[config.mk]
export PLATFORM = sky130hd
export DESIGN_NAME = dram_addr_normalizer
export DESIGN_NICKNAME = d
export VERILOG_FILES = /design/src/rtl/dnorm_pkg.sv /design/src/rtl/dnorm_range_chk.sv /design/src/rtl/dnorm_rebase.sv /design/src/rtl/dnorm_ilv_squeeze.sv /design/src/rtl/dram_addr_normalizer.sv
export SDC_FILE = /design/constraint.sdc
export NUM_CORES = 1
export LEC_CHECK = 0
export BUFFER_PORTS_ARGS = -buffer_cell sky130_fd_sc_hd__buf_2
export CORE_MARGIN = 1.5
export CORE_UTILIZATION = 55
export CTS_BUF_LIST = sky130_fd_sc_hd__clkbuf_16
export DETAILED_ROUTE_END_ITERATION = 12
export GPL_TIMING_DRIVEN = 0
export HOLD_SLACK_MARGIN = 0.02
export PLACE_DENSITY = 0.92
export SLEW_MARGIN = 5
export SYNTH_ARGS = -nofsm -noshare
export SYNTH_HDL_FRONTEND = slang
export SYNTH_SLANG_ARGS = --single-unit
[constraint.sdc]
create_clock -name clk -period 9.95 [get_ports clk]
set_input_delay 0.4975 -clock clk [delete_from_list [all_inputs] [get_ports clk]]
set_output_delay 0.4975 -clock clk [all_outputs]
set_load 0.005 [all_outputs]
[src/rtl/dnorm_pkg.sv]
package dnorm_pkg;

  // Width of the interleave mask and select fields.
  localparam int ILV_W = 3;

  typedef struct packed {
    logic hit;
    logic cfg_err;
  } dn_flags_t;

  // A legal mask is a run of ones starting at bit 0 (0, 1, 3, 7).
  function automatic logic ilv_mask_bad(input logic [ILV_W-1:0] m);
    logic [ILV_W-1:0] inc;
    inc = m + 1'b1;
    return (m & inc) != '0;
  endfunction

  // Number of interleave bits removed equals the ones in a legal mask.
  function automatic logic [1:0] ilv_drop_count(input logic [ILV_W-1:0] m);
    return 2'($countones(m));
  endfunction

endpackage

[src/rtl/dnorm_range_chk.sv]
module dnorm_range_chk #(
  parameter int AW = 40
) (
  input  logic [AW-1:0] addr,
  input  logic [AW-1:0] base,
  input  logic [AW-1:0] limit,
  output logic          in_range
);

  logic empty_node;
  logic above_base;
  logic below_limit;

  always_comb begin
    empty_node  = (base == limit);
    above_base  = (addr >= base);
    below_limit = (addr <= limit);
    in_range    = !empty_node && above_base && below_limit;
  end

endmodule

[src/rtl/dnorm_rebase.sv]
module dnorm_rebase #(
  parameter int AW        = 40,
  parameter int BASE_LSB  = 24,
  parameter int HOLE_BIT  = 32,
  parameter int PAGE_BITS = 12,
  parameter int SEL_W     = 3
) (
  input  logic [AW-1:0]          addr,
  input  logic [AW-BASE_LSB-1:0] base_hi,
  input  logic [AW-1:0]          hole,
  output logic [AW-1:0]          rel,
  output logic [SEL_W-1:0]       sel_bits
);

  localparam logic [AW-1:0] HOLE_START = {{(AW-1){1'b0}}, 1'b1} << HOLE_BIT;

  logic          hoisted;
  logic [AW-1:0] adj;
  logic [AW-1:0] base_aligned;

  always_comb begin
    hoisted      = (hole != '0) && (addr >= HOLE_START);
    adj          = hoisted ? (addr - hole) : addr;
    base_aligned = {base_hi, {BASE_LSB{1'b0}}};
    rel          = adj - base_aligned;
    sel_bits     = adj[PAGE_BITS +: SEL_W];
  end

endmodule

[src/rtl/dnorm_ilv_squeeze.sv]
module dnorm_ilv_squeeze
  import dnorm_pkg::*;
#(
  parameter int PAGE_BITS = 12,
  parameter int UW        = 24,
  parameter int ILV_MAX   = 3,
  localparam int IN_W     = PAGE_BITS + ILV_MAX + UW,
  localparam int NW       = PAGE_BITS + UW
) (
  input  logic [IN_W-1:0]  rel,
  input  logic [ILV_W-1:0] sel_bits,
  input  logic [ILV_W-1:0] mask,
  input  logic [ILV_W-1:0] sel,
  output logic [NW-1:0]    norm,
  output logic             sel_ok,
  output logic             mask_bad
);

  logic [UW-1:0] cand [0:ILV_MAX];
  logic [1:0]    drop;
  logic [UW-1:0] upper;

  // One candidate upper field per possible number of removed bits.
  for (genvar k = 0; k <= ILV_MAX; k++) begin : g_cand
    assign cand[k] = rel[PAGE_BITS + k +: UW];
  end

  always_comb begin
    mask_bad = ilv_mask_bad(mask);
    drop     = ilv_drop_count(mask);
    upper    = cand[drop];
    norm     = {upper, rel[PAGE_BITS-1:0]};
    sel_ok   = (mask == '0) || ((sel_bits & mask) == sel);
  end

endmodule

[src/rtl/dram_addr_normalizer.sv]
module dram_addr_normalizer
  import dnorm_pkg::*;
#(
  parameter int AW        = 40,
  parameter int BASE_LSB  = 24,
  parameter int HOLE_BIT  = 32,
  parameter int PAGE_BITS = 12,
  parameter int ILV_MAX   = 3,
  localparam int NW       = AW - 1 - ILV_MAX
) (
  input  logic             clk,
  input  logic             rst,
  input  logic             valid_in,
  input  logic [AW-1:0]    phys_addr,
  input  logic [AW-1:0]    node_base,
  input  logic [AW-1:0]    node_limit,
  input  logic [AW-1:0]    hole_size,
  input  logic [ILV_W-1:0] ilv_mask,
  input  logic [ILV_W-1:0] ilv_sel,
  output logic             valid_out,
  output logic             hit,
  output logic             cfg_err,
  output logic [NW-1:0]    norm_addr
);

  localparam int UW   = NW - PAGE_BITS;
  localparam int IN_W = PAGE_BITS + ILV_MAX + UW;

  logic             in_range;
  logic [AW-1:0]    rel;
  logic [ILV_W-1:0] sel_bits;
  logic [NW-1:0]    norm_c;
  logic             sel_ok;
  logic             mask_bad;
  dn_flags_t        flags_c;

  dnorm_range_chk #(.AW(AW)) u_range (
    .addr     (phys_addr),
    .base     (node_base),
    .limit    (node_limit),
    .in_range (in_range)
  );

  dnorm_rebase #(
    .AW(AW), .BASE_LSB(BASE_LSB), .HOLE_BIT(HOLE_BIT),
    .PAGE_BITS(PAGE_BITS), .SEL_W(ILV_W)
  ) u_rebase (
    .addr     (phys_addr),
    .base_hi  (node_base[AW-1:BASE_LSB]),
    .hole     (hole_size),
    .rel      (rel),
    .sel_bits (sel_bits)
  );

  dnorm_ilv_squeeze #(
    .PAGE_BITS(PAGE_BITS), .UW(UW), .ILV_MAX(ILV_MAX)
  ) u_squeeze (
    .rel      (rel[IN_W-1:0]),
    .sel_bits (sel_bits),
    .mask     (ilv_mask),
    .sel      (ilv_sel),
    .norm     (norm_c),
    .sel_ok   (sel_ok),
    .mask_bad (mask_bad)
  );

  always_comb begin
    flags_c.cfg_err = mask_bad;
    flags_c.hit     = in_range && sel_ok && !mask_bad;
  end

  always_ff @(posedge clk) begin
    if (rst) begin
      valid_out <= 1'b0;
      hit       <= 1'b0;
      cfg_err   <= 1'b0;
      norm_addr <= '0;
    end else begin
      valid_out <= valid_in;
      if (valid_in) begin
        hit       <= flags_c.hit;
        cfg_err   <= flags_c.cfg_err;
        norm_addr <= flags_c.hit ? norm_c : '0;
      end
    end
  end

endmodule

==> results.md <==
| Item | Value |
|:---|:---|
| CP Launch Type | primary input |
| Skew final | 0 ns |
| Routed Antenna Nets | 0 |
| Die W | 126 µm |
| TritonCTS Sinks | 39 |
| Number of placement rows | 44 |
| Top-level I/O count | 208 |
| Leakage dissipation | 4.83 nW |
| Type of the most critical hold path | register to register |
| Buffers from clock root to sink, at most | 2 |
| Residual DRC | 0 |
| Clock input transition at the sequential cells of the worst setup and hold paths | 0.06 ns |
| Most frequently used flop master after synthesis | sky130_fd_sc_hd__dfxtp_1 |
| Vias per cell | 6.43 |
| Area overhead of the layout relative to synthesis | 17.1% |
| Share of Yosys cell area claimed by the top area cell type | 20.0% |
| Slew HR | 33.4% |
| Via count of the first global-routing pass | 9225 |
| Number of search-and-repair iterations in the first detailed-routing pass | 5 |
| Unrepaired setup endpoints after global routing | false |
| Post-synthesis register bit count | 39 |
| Quantity of gates resized following cts | 0 |
| Number of max-capacitance violations reported | 0 |
| Clock tree root buffer cell | sky130_fd_sc_hd__clkbuf_16 |
| Total Die Area | 15800 µm² |
| Critical path fanouts, max | 10 |
| Post-CTS setup buffers | 0 |
| Cell with the most instances after synthesis | sky130_fd_sc_hd__ha_1 |
| GR met3 Demand/Resource | 4.29% |
| Placed instance count | 1537 |
| Number of flops mapped to enable cells by yosys | 0 |
| Number of setup violations in the final report | 0 |
| Instance count of the mapped netlist | 1146 |
| Number of unique standard cell types used by synthesis | 79 |
| Number of H-tree levels | 2 |
| Top cells by area, synth | sky130_fd_sc_hd__ha_1, sky130_fd_sc_hd__dfxtp_1, sky130_fd_sc_hd__inv_1 |
| Worst Path Required | 10.17 ns |
| Top Usage Layer GRT | met2 |
| Global-route wire length before repair | 47400 µm |
| Portion of the post-synthesis area used by sequential elements | 9.44% |
| Final setup TNS | 0 ns |
| Endpoint class of the critical path | register |
| Fraction of layout instances using a drive strength above 1 | 18.1% |
| CP Class | primary input to register |
| Global-route track usage on met1 | 48.3% |
| Worst skew pair latency | 0.29 ns |
| Area leader, netlist | sky130_fd_sc_hd__ha_1 |
| Global routing met2 resource utilization | 61.3% |
| Total wire length | 30400 µm |
| Number of max-slew violations in the final report | 0 |
| Global router's overall resource usage | 37.6% |
| Fmax | 154 MHz |
| Worst hold margin | 0.458 ns |
| Power per cell area | 95.0 nW/µm² |
| CTS tree | yes |
| Clock buffer count from CTS | 5 |
| Post-detail-place hpwl | 25600 µm |
| Wire per inst | 19.7 µm |
| Worst-Margin Slew | 0.991 ns |
| Shortest period the worst path allows | 6.48 ns |
| Core ar. | 14600 µm² |
| Synth cell count leaders | sky130_fd_sc_hd__ha_1, sky130_fd_sc_hd__inv_1, sky130_fd_sc_hd__nand2_1 |
| Status | completed |
| Hold-fix buffers, CTS | 0 |
| Arrival time at the worst endpoint | 6.70 ns |
| Yosys warning total | 0 |
| Final worst-path cycle share | 65.1% |
| Vert. Die Dim | 126 µm |
| Share of synthesized flip-flops with an asynchronous set or reset | 0% |
| RD Place Congestion | 1.02 |
| Largest voltage drop on the vdd net | 61.8 µV |
| Initial cell density of the core | 56.7% |
| Total gr overflow | 0 |
| Overall via count from detail_route | 9959 |
| Worst Setup Slack, final | 3.47 ns |
| IO buf count | 207 |
| Antenna violations before repair | 3 |
| Violation count after the first detailed-routing iteration | 938 |
| Post-synthesis cell area | 8270 µm² |
| Number of nets in the layout | 1664 |
| Mean area per synthesized cell | 7.22 µm² |
| Final Hold Fails | 0 |
| Pin count of the biggest net entering global routing | 13 |
| Number of non-filler instances in the completed layout | 1548 |
| Total nets after synthesis | 1450 |
| Dpl ws | 3.49 ns |
registers in the layout, indices dropped and copies added (netlist names):
name,count
norm_addr,36
cfg_err,1
hit,1
valid_out,1
cells by family (layout without fill, tap and decap cells):
logic type,count (synthesis),in the layout,synth area share (%)
AO/OA/AOI/OAI,338,338,28.3
XOR/XNOR,62,62,6.56
adder cells (fa/ha/maj),135,135,20.7
buffers and inverters,171,386,8.00
flip-flops,39,39,9.44
multiplexers,28,28,3.87
other,0,3,0
AND/OR/NAND/NOR,373,373,23.1
final timing paths:
check	start	endpoint	slack, ns	cells after the start
min	norm_addr[29]	norm_addr[29]	0.46	2
max reg2reg	norm_addr[35]	norm_addr[35]	8.89	4
min reg2reg	norm_addr[29]	norm_addr[29]	0.46	2
max	hole_size[37]	norm_addr[34]	3.47	20
power by group:
part	switching [mW]	total [mW]	internal, mW
sequential	0.000738	0.158	0.158
combinational	0.362	0.607	0.245
clock	0.0644	0.155	0.0911
total	0.428	0.921	0.493
worst max-delay path, stage by stage:
cell and delay, ns:
sky130_fd_sc_hd__buf_2 0.11, sky130_fd_sc_hd__nor4_1 0.60, sky130_fd_sc_hd__nand4_1 0.25, sky130_fd_sc_hd__o31ai_1 0.89, sky130_fd_sc_hd__buf_2 0.35, sky130_fd_sc_hd__buf_2 0.30
sky130_fd_sc_hd__buf_2 0.32, sky130_fd_sc_hd__buf_1 0.45, sky130_fd_sc_hd__nand2_1 0.12, sky130_fd_sc_hd__o31ai_1 0.11, sky130_fd_sc_hd__ha_1 0.33, sky130_fd_sc_hd__nor2b_1 0.17
sky130_fd_sc_hd__o31a_1 0.27, sky130_fd_sc_hd__o21ai_0 0.34, sky130_fd_sc_hd__a21oi_1 0.16, sky130_fd_sc_hd__o311ai_0 0.69, sky130_fd_sc_hd__a221oi_1 0.26, sky130_fd_sc_hd__mux2i_1 0.23
sky130_fd_sc_hd__nand3_1 0.10, sky130_fd_sc_hd__a21oi_1 0.14
final cells by class:
| type | count | area (µm²) |
|---|---|---|
| Clock inverter | 3 | 15.0 |
| Sequential cell | 39 | 781 |
| Inverter | 132 | 495 |
| Buffer | 39 | 166 |
| Multi-Input combinational cell | 936 | 6830 |
| Fill cell | 1269 | 4900 |
| Timing Repair Buffer | 207 | 1040 |
| Tap cell | 184 | 230 |
| Antenna cell | 3 | 7.51 |
| Clock buffer | 5 | 125 |
cell usage in the layout (no fill, tap or decap), types with 35 or more instances in the layout:
master and count:
sky130_fd_sc_hd__buf_2 214, sky130_fd_sc_hd__ha_1 132, sky130_fd_sc_hd__inv_1 130, sky130_fd_sc_hd__nand2_1 111
sky130_fd_sc_hd__a21oi_1 88, sky130_fd_sc_hd__o21ai_0 56, sky130_fd_sc_hd__nor2_1 54, sky130_fd_sc_hd__xnor2_1 51
sky130_fd_sc_hd__nand4_1 47, sky130_fd_sc_hd__a21o_1 40, sky130_fd_sc_hd__dfxtp_1 39, sky130_fd_sc_hd__nand3_1 35
layer usage:
layer	vias up	wire length (µm)
met5	-	0
met4	0	1790
met3	132	2840
met2	609	13600
met1	4548	12200
li1	4670	-
per-stage QoR:
step	util, %	power (mW)	cell area [µm²]
after global routing	66.4	0.985	9690
after global placement	65.4	0.732	9540
after floorplan	-	0.571	8270
after CTS	66.4	0.901	9680
final	66.4	0.921	9690
after detailed placement	65.4	0.747	9540
Note: power is estimated with default switching activity, not from simulation.
